## config.mk

```make
export PLATFORM = sky130hd
export DESIGN_NAME = rsp_rx
export DESIGN_NICKNAME = d
export VERILOG_FILES = /design/src/rtl/rsp_rx_pkg.sv /design/src/rtl/rsp_rx_bitclk.sv /design/src/rtl/rsp_rx_crc.sv /design/src/rtl/rsp_rx_ctrl.sv /design/src/rtl/rsp_rx.sv
export SDC_FILE = /design/constraint.sdc
export NUM_CORES = 1
export LEC_CHECK = 0
export BUFFER_PORTS_ARGS = -buffer_cell sky130_fd_sc_hd__buf_2
export CORE_ASPECT_RATIO = 0.9
export CORE_MARGIN = 2
export CORE_UTILIZATION = 45
export DETAILED_ROUTE_END_ITERATION = 8
export GPL_TIMING_DRIVEN = 0
export PLACE_DENSITY = 0.71
export SYNTH_ARGS = -nofsm -noshare
export SYNTH_HDL_FRONTEND = slang
export SYNTH_SLANG_ARGS = --single-unit
```

## constraint.sdc

```tcl
create_clock -name clk_i -period 4.9 [get_ports clk_i]
set_input_delay 1.225 -clock clk_i [delete_from_list [all_inputs] [get_ports clk_i]]
set_output_delay 1.225 -clock clk_i [all_outputs]
set_load 0.02 [all_outputs]
```

## src/rtl/rsp_rx_pkg.sv

```systemverilog
package rsp_rx_pkg;
  localparam int unsigned DATA_W = 32;
  localparam int unsigned CNT_W  = $clog2(DATA_W + 1);
  localparam int unsigned HDR_BITS = 4;
  localparam int unsigned CHK_BITS = 4;

  typedef enum logic [2:0] {
    ST_IDLE, ST_HUNT, ST_HDR, ST_DATA, ST_CHK
  } rx_state_e;

  typedef enum logic [1:0] {
    TAG_ACK     = 2'd0,
    TAG_BUSY    = 2'd1,
    TAG_ERR_GEN = 2'd2,
    TAG_ERR_CHK = 2'd3
  } rsp_tag_e;

  function automatic logic [CNT_W-1:0] data_bits(input logic [1:0] sz);
    case (sz)
      2'd1:    data_bits = CNT_W'(8);
      2'd2:    data_bits = CNT_W'(16);
      2'd3:    data_bits = CNT_W'(32);
      default: data_bits = '0;
    endcase
  endfunction

  function automatic logic [3:0] crc4_step(input logic [3:0] c, input logic b,
                                           input logic [3:0] poly);
    logic fb;
    fb = c[3] ^ b;
    crc4_step = {c[2:0], 1'b0} ^ (fb ? poly : 4'h0);
  endfunction
endpackage

```

## src/rtl/rsp_rx_bitclk.sv

```systemverilog
module rsp_rx_bitclk (
  input  logic clk_i,
  input  logic rst_ni,
  input  logic en_i,
  output logic bclk_o,
  output logic strobe_o
);
  logic phase_q;

  always_ff @(posedge clk_i or negedge rst_ni) begin
    if (!rst_ni)    phase_q <= 1'b0;
    else if (!en_i) phase_q <= 1'b0;
    else            phase_q <= ~phase_q;
  end

  // low half first, sample at end of high half
  assign bclk_o   = ~(en_i & ~phase_q);
  assign strobe_o = en_i & phase_q;
endmodule

```

## src/rtl/rsp_rx_crc.sv

```systemverilog
module rsp_rx_crc
  import rsp_rx_pkg::*;
#(
  parameter logic [3:0] CRC_POLY = 4'h3
) (
  input  logic       clk_i,
  input  logic       rst_ni,
  input  logic       clr_i,
  input  logic       step_i,
  input  logic       bit_i,
  output logic [3:0] nxt_o
);
  logic [3:0] rem_q;

  assign nxt_o = crc4_step(rem_q, bit_i, CRC_POLY);

  always_ff @(posedge clk_i or negedge rst_ni) begin
    if (!rst_ni)     rem_q <= '0;
    else if (clr_i)  rem_q <= '0;
    else if (step_i) rem_q <= nxt_o;
  end
endmodule

```

## src/rtl/rsp_rx_ctrl.sv

```systemverilog
module rsp_rx_ctrl
  import rsp_rx_pkg::*;
#(
  parameter int unsigned TMO_BITS = 1000,
  localparam int unsigned HUNT_W = $clog2(TMO_BITS + 1)
) (
  input  logic              clk_i,
  input  logic              rst_ni,
  input  logic              start_i,
  input  logic [1:0]        size_i,
  input  logic              bit_i,
  input  logic              strobe_i,
  input  logic [3:0]        crc_nxt_i,
  output logic              busy_o,
  output logic              crc_clr_o,
  output logic              crc_step_o,
  output logic              done_o,
  output logic [1:0]        tag_o,
  output logic [1:0]        id_o,
  output logic [DATA_W-1:0] data_o,
  output logic              err_timeout_o,
  output logic              err_crc_o
);
  rx_state_e         state_q;
  logic [HUNT_W-1:0] hunt_q;
  logic [CNT_W-1:0]  cnt_q;
  logic [2:0]        hdr_q;
  logic [1:0]        size_q;
  logic [DATA_W-1:0] shreg_q;
  logic [1:0]        tag_now;
  logic [CNT_W-1:0]  dlast;

  assign busy_o     = (state_q != ST_IDLE);
  assign crc_clr_o  = start_i && (state_q == ST_IDLE);
  assign crc_step_o = strobe_i && ((state_q != ST_HUNT) || bit_i);
  assign tag_now    = {hdr_q[0], bit_i};
  assign dlast      = data_bits(size_q) - CNT_W'(1);

  always_ff @(posedge clk_i or negedge rst_ni) begin
    if (!rst_ni) begin
      state_q       <= ST_IDLE;
      hunt_q        <= '0;
      cnt_q         <= '0;
      hdr_q         <= '0;
      size_q        <= '0;
      shreg_q       <= '0;
      done_o        <= 1'b0;
      tag_o         <= '0;
      id_o          <= '0;
      data_o        <= '0;
      err_timeout_o <= 1'b0;
      err_crc_o     <= 1'b0;
    end else begin
      done_o <= 1'b0;
      unique case (state_q)
        ST_IDLE: begin
          if (start_i) begin
            state_q       <= ST_HUNT;
            hunt_q        <= '0;
            cnt_q         <= '0;
            hdr_q         <= '0;
            size_q        <= size_i;
            shreg_q       <= '0;
            tag_o         <= '0;
            id_o          <= '0;
            data_o        <= '0;
            err_timeout_o <= 1'b0;
            err_crc_o     <= 1'b0;
          end
        end
        ST_HUNT: begin
          if (strobe_i) begin
            if (bit_i) begin
              state_q <= ST_HDR;
              cnt_q   <= '0;
            end else if (hunt_q == HUNT_W'(TMO_BITS - 1)) begin
              state_q       <= ST_IDLE;
              done_o        <= 1'b1;
              err_timeout_o <= 1'b1;
            end else begin
              hunt_q <= hunt_q + HUNT_W'(1);
            end
          end
        end
        ST_HDR: begin
          if (strobe_i) begin
            hdr_q <= {hdr_q[1:0], bit_i};
            if (cnt_q == CNT_W'(HDR_BITS - 1)) begin
              id_o  <= hdr_q[2:1];
              tag_o <= tag_now;
              cnt_q <= '0;
              if (tag_now == TAG_ACK && size_q != 2'd0) state_q <= ST_DATA;
              else                                      state_q <= ST_CHK;
            end else begin
              cnt_q <= cnt_q + CNT_W'(1);
            end
          end
        end
        ST_DATA: begin
          if (strobe_i) begin
            shreg_q <= {shreg_q[DATA_W-2:0], bit_i};
            if (cnt_q == dlast) begin
              state_q <= ST_CHK;
              cnt_q   <= '0;
            end else begin
              cnt_q <= cnt_q + CNT_W'(1);
            end
          end
        end
        ST_CHK: begin
          if (strobe_i) begin
            if (cnt_q == CNT_W'(CHK_BITS - 1)) begin
              state_q   <= ST_IDLE;
              done_o    <= 1'b1;
              err_crc_o <= (crc_nxt_i != 4'h0);
              data_o    <= shreg_q;
            end else begin
              cnt_q <= cnt_q + CNT_W'(1);
            end
          end
        end
        default: state_q <= ST_IDLE;
      endcase
    end
  end
endmodule

```

## src/rtl/rsp_rx.sv

```systemverilog
module rsp_rx
  import rsp_rx_pkg::*;
#(
  parameter int unsigned TMO_BITS = 1000,
  parameter logic [3:0]  CRC_POLY = 4'h3
) (
  input  logic        clk_i,
  input  logic        rst_ni,
  input  logic        start_i,
  input  logic [1:0]  size_i,
  input  logic        sda_i,
  output logic        bclk_o,
  output logic        sda_oe_o,
  output logic        dir_out_o,
  output logic        busy_o,
  output logic        done_o,
  output logic [1:0]  tag_o,
  output logic [1:0]  id_o,
  output logic [31:0] data_o,
  output logic        err_timeout_o,
  output logic        err_crc_o
);
  logic       strobe;
  logic       rx_bit;
  logic       crc_clr;
  logic       crc_step;
  logic [3:0] crc_nxt;

  assign rx_bit    = ~sda_i;  // line is active low
  assign sda_oe_o  = ~busy_o;
  assign dir_out_o = ~busy_o;

  rsp_rx_bitclk u_bitclk (
    .clk_i    (clk_i),
    .rst_ni   (rst_ni),
    .en_i     (busy_o),
    .bclk_o   (bclk_o),
    .strobe_o (strobe)
  );

  rsp_rx_crc #(.CRC_POLY(CRC_POLY)) u_crc (
    .clk_i  (clk_i),
    .rst_ni (rst_ni),
    .clr_i  (crc_clr),
    .step_i (crc_step),
    .bit_i  (rx_bit),
    .nxt_o  (crc_nxt)
  );

  rsp_rx_ctrl #(.TMO_BITS(TMO_BITS)) u_ctrl (
    .clk_i         (clk_i),
    .rst_ni        (rst_ni),
    .start_i       (start_i),
    .size_i        (size_i),
    .bit_i         (rx_bit),
    .strobe_i      (strobe),
    .crc_nxt_i     (crc_nxt),
    .busy_o        (busy_o),
    .crc_clr_o     (crc_clr),
    .crc_step_o    (crc_step),
    .done_o        (done_o),
    .tag_o         (tag_o),
    .id_o          (id_o),
    .data_o        (data_o),
    .err_timeout_o (err_timeout_o),
    .err_crc_o     (err_crc_o)
  );
endmodule

```

# [Word-level counts from Yosys, hierarchy flattened]
# Index checks and enable logic that the tools add are counted.
[classes] n_reduce_logical=24 n_addsub=3 n_mux=62 bitwise_logic=8 n_shift=0 eq_ne=25 multipliers=0 div=0 order_cmp=0
[op_table] operator="32-bit 2-to-1 mux" n=4
[op_table] operator="32-bit case mux with 2 select lines" n=2
[op_table] operator="6-bit 2-to-1 mux" n=9
[op_table] operator="10-bit 2-to-1 mux" n=4
[op_table] operator="3-bit 2-to-1 mux" n=13
[op_table] operator="6-bit case mux with 5 select lines" n=1
[op_table] operator="10-bit case mux with 2 select lines" n=1
[op_table] operator="6-bit case mux with 3 select lines" n=1
[op_table] operator="2-bit by 1-bit != test with 1-bit output (second input constant)" n=8
[op_table] operator="3-bit case mux with 5 select lines" n=1
[op_table] operator="1-bit 2-to-1 mux" n=12
[op_table] operator="2-bit 2-to-1 mux" n=6
[op_table] operator="2-bit nonzero test" n=6
[op_table] operator="10-bit by 1-bit adder with 10-bit output (second input constant)" n=1
[op_table] operator="10-bit equality test (second input constant)" n=1
[op_table] operator="2-bit != test (second input constant)" n=5
[op_table] operator="5-bit AND reduction" n=2
[op_table] operator="9-bit AND reduction" n=1
[op_table] operator="4-bit 2-to-1 mux" n=2
[op_table] operator="2-bit case mux with 2 select lines" n=2
[op_table] operator="4-bit AND reduction" n=2
[op_table] operator="8-bit AND reduction" n=1
[op_table] operator="6-bit by 1-bit adder with 6-bit output (second input constant)" n=1
[op_table] operator="3-bit by 2-bit equality test with 1-bit output (second input constant)" n=2
[op_table] operator="24 further kinds" n=34
[word_totals] in_bits=6 output_inout_bits=43 memories=0 latch_bits=0 rom_bits=0 register_bits=100 ramBits=0

# [Depth between registers and ports, before layout]
[logic_depth] ltp_word=8 ltp_mapped=8

# [Hierarchy]
# From an unflattened synthesis, not the netlist that was laid out.
[hier_totals] hier_cells=508 area_unflattened_um2=4704.5
[by_module_without_submodules] module="rsp_rx_ctrl" area_each_um2=4433.0 cells_each=484 seq_area_each_um2=2377.3 n_inst=1
[by_module_without_submodules] module="rsp_rx_crc" area_each_um2=209.0 cells_each=17 seq_area_each_um2=100.1 n_inst=1
[by_module_without_submodules] module="rsp_rx_bitclk" area_each_um2=47.5 cells_each=4 seq_area_each_um2=25.0 n_inst=1
[by_module_without_submodules] module="rsp_rx" area_each_um2=15.0 cells_each=3 seq_area_each_um2=0.0 n_inst=1

# [Worst setup path after synthesis]
# OpenSTA, ideal clock, no wires.
[synth_timing] kind="register to output" startpoint="register u_ctrl.state_q[0]" endpoint="output port bclk_o" setup_slack_ns=2.252 arrival_ns=1.423 stages_incl_launch_ff=5 cell_sequence="dfrtp_1 buf_2 nor3_2 inv_1 nand2_1"
[synth_between] elab_chain_len=3
[synth_lines] element="from (decl)" line_no="rsp_rx_ctrl.sv:24" text="rx_state_e state_q;"
[synth_lines] element="from (signal assigned)" line_no="rsp_rx_ctrl.sv:41" text="state_q <= ST_IDLE;"
[synth_lines] element="from (signal assigned)" line_no="rsp_rx_ctrl.sv:58" text="state_q <= ST_HUNT;"
[synth_lines] element="from (signal assigned)" line_no="rsp_rx_ctrl.sv:74" text="state_q <= ST_HDR;"
[synth_lines] element="3-bit nonzero test" line_no="rsp_rx_ctrl.sv:33" text="assign busy_o = (state_q != ST_IDLE);"
[synth_lines] element="net busy_o" line_no="rsp_rx.sv:15" text="output logic busy_o,"
[synth_lines] element="1-bit AND" line_no="rsp_rx_bitclk.sv:17" text="assign bclk_o = ~(en_i & ~phase_q);"
[synth_lines] element="1-bit inverter" line_no="rsp_rx_bitclk.sv:17"
[synth_lines] element="to (decl)" line_no="rsp_rx.sv:12" text="output logic bclk_o,"
# The timed path passes the listed nets, and every way through them passes these cells.

# [Worst setup path in the final report]
[layout_timing] startpoint="register u_ctrl.state_q[0]" endpoint="output port bclk_o"
[layout_between] elab_chain_len=3
[layout_lines] element="3-bit nonzero test" line_no="rsp_rx_ctrl.sv:33"
[layout_lines] element="1-bit AND" line_no="rsp_rx_bitclk.sv:17"
[layout_lines] element="1-bit inverter" line_no="rsp_rx_bitclk.sv:17"
# No other way between the ends.

==> results.cfg <==
[cells_and_area]
drive_gt1_frac = 0.1574
layout_common_cells = 100 x dfrtp_1, 84 x nand2_1, 53 x buf_2, 45 x inv_1, 44 x o21ai_0
nNetsFinal = 566
layout_commonest_cell = dfrtp_1
syn2layout_area_growth_pct = 15.70
nFillCells = 901
antennaDiodeCount = 0

[sta]
fmax_mhz = 347.2
fin_skew_ps = 7.758
hold_viol_final = 0
rsz0062_at_grt = no
drv_slew = 0
setup_tns_ps = 0
worst_hold_slack_ps = 495.5
slew_headroom = 0.6864
tightest_slew_ps = 470.4
setup_viol = 0
layout_min_cycle_time_ps = 2880
period_share = 0.5878

[setup_path]
arrival_ps = 1660
worstPathRequired_ps = 3670
crit_chain = buf_2, nor3_2, inv_1, nand2_1, buf_2
crit_path_start_kind = flip-flop
critPathMaxFanout = 10
cp_common_cell = buf_2
max_stage_delay_ps = 360
worstSetupPathType = reg2out
cp_top_family = buffers and inverters
cp_num_buf_inv = 3
worstSetupEndpointType = primary output
slowest_stage = dfrtp_1

[grt]
grt_max_degree = 70
grt-ovfl-total = 0
grt_pass1_vias = 3468
grt_pass1_wl_mm = 16.48
antenna_found_initial = 0
grtUsageTotal = 0.1823

[yosys]
yosys_most_used_dff = dfrtp_1
synthArstFlopShare = 1.000
yosys.area.top_type = dfrtp_1
synth_nets = 506
syn-instance-count = 494
yosys_warnings = 0
avgSynthCellArea_um2 = 9.305
syn_area_um2 = 4597
synthDistinctLibCells = 54
synthTopCellsByArea = dfrtp_1 54%, nand2_1 6.9%, o21ai_0 4.8%, nand3_1 4.2%, o21ai_1 3.8%
synth_top_area_frac = 0.5444
yosysSeqAreaShare = 0.5444
synth_enable_flop_cells = 0
synth_seq_cells = 100

[clock_network]
cts.hold.buffers_added = 0
tritoncts = done
clock_latency_ps = 340
htree_levels = 3
cts-resized-gates = 0
clockRootBuffer = clkbuf_16
cts_num_sinks = 100
path_clk_slew_ps = 60
clock_path_buffers = 2
cts_buffers = 9
post-cts-setup-buffers = 0

[power]
p_leak_nw = 2.475
powerDensity_nw_per_um2 = 467.4
power_mw = 2.486
peakVddDrop_mv = 0.3896

[drt]
wirelength_mm = 9.592
post_drt_via_cell_ratio = 5.267
drtPass1Iterations = 4
drtIter0Drc = 160
ant_nets = 0
drc = 0
wire_per_inst_um = 14.00
num_vias = 3608

[place]
gp_congestion = 0.8640
placement.io_buffers = 48
dp.final_hpwl_mm = 6.571

[die]
core_region_area_um2 = 9784
die_area_um2 = 11040
initial_core_util = 0.4698
die_h_um = 99.89
fp.dieW_um = 110.5
fp-row-count = 34
io_pins = 49

[hold_path]
hp-class = reg2reg

[outcome]
status = finished clean

[job]
max-cap-violations = 0
## metal layers
metal / track usage / vias to the layer above / wire length, µm
met5: 0 / - / 0
met4: 0.04904 / 0 / 88
met3: 0.04831 / 8 / 448
met2: 0.2898 / 77 / 4436
met1: 0.2515 / 1751 / 4618
li1: - / 1772 / -
## worst paths after layout
| path | from | endpoint | slack [ps] | cells past startpoint |
|---|---|---|---|---|
| worst min register to register | u_ctrl.tag_o[0] | u_ctrl.tag_o[0] | 500 | 1 |
| worst max register to register | u_ctrl.state_q[0] | u_ctrl.data_o[13] | 2680 | 8 |
| worst max-delay path | u_ctrl.state_q[0] | bclk_o | 2020 | 5 |
| worst min-delay path | u_ctrl.tag_o[0] | u_ctrl.tag_o[0] | 500 | 1 |
| max in group asynchronous | rst_ni | u_ctrl.size_q[0] | 3410 | 2 |
| min in group asynchronous | rst_ni | u_ctrl.data_o[7] | 820 | 1 |
## power breakdown
group	internal, mW	leakage, nW	switching [mW]
sequential	0.889	1.38	0.0462
combinational	0.275	0.949	0.572
clock	0.396	0.142	0.308
## per-stage QoR
step	instances	instance area (µm²)	worst slack (ps)	utilization
after global routing	685	5319	1904	0.5436
final	685	5319	2020	0.5436
after CTS	685	5319	2023	0.5436
after floorplan	494	4597	2252	-
after global placement	668	4995	1585	0.5105
after detailed placement	669	5025	2052	0.5136
## sequential cells by signal, indices dropped and copies added (netlist names)
signal / count
u_bitclk.phase_q: 1
u_crc.rem_q: 4
u_ctrl.cnt_q: 6
u_ctrl.data_o: 32
u_ctrl.done_o: 1
u_ctrl.err_crc_o: 1
u_ctrl.err_timeout_o: 1
u_ctrl.hdr_q: 3
u_ctrl.hunt_q: 10
u_ctrl.id_o: 2
u_ctrl.shreg_q: 32
u_ctrl.size_q: 2
u_ctrl.state_q: 3
u_ctrl.tag_o: 2
## cells by family after synthesis
family	after synthesis	synth area share
simple gates	177	0.1821
mux	14	0.03212
xor+xnor	9	0.01715
compound gates	113	0.1410
flops	100	0.5444
buf+inv	75	0.06696
fa+ha+maj	6	0.01633
## synth_stat cells, drive strengths merged, types with 2 or more instances
cell    number
and2         2
or3          3
inv         45
mux2         6
a31oi        4
xnor2        6
nor4b        2
a21o         3
or2          3
nor2        21
and3         5
clkbuf      18
nor3         5
nand2b       3
a22o         3
nor2b        4
a21oi       10
nand2       84
ha           6
o21ai       80
mux2i        8
nand3       39
a32o         2
xor2         3
buf         12
dfrtp      100
## area by class of cell
cell class              count  area, µm²  share of cell area
flip-flops and latches    100       2502              0.4705
multi-input cells         319       1787              0.3359
repair buffers             49      270.3             0.05081
clock buffers              10      229.0             0.04305
inverters                  45      168.9             0.03176
well taps                 126      157.7             0.02964
plain buffers              30      138.9             0.02611
clock inverters             6      65.06             0.01223
Note: power is estimated with default switching activity, not from simulation.
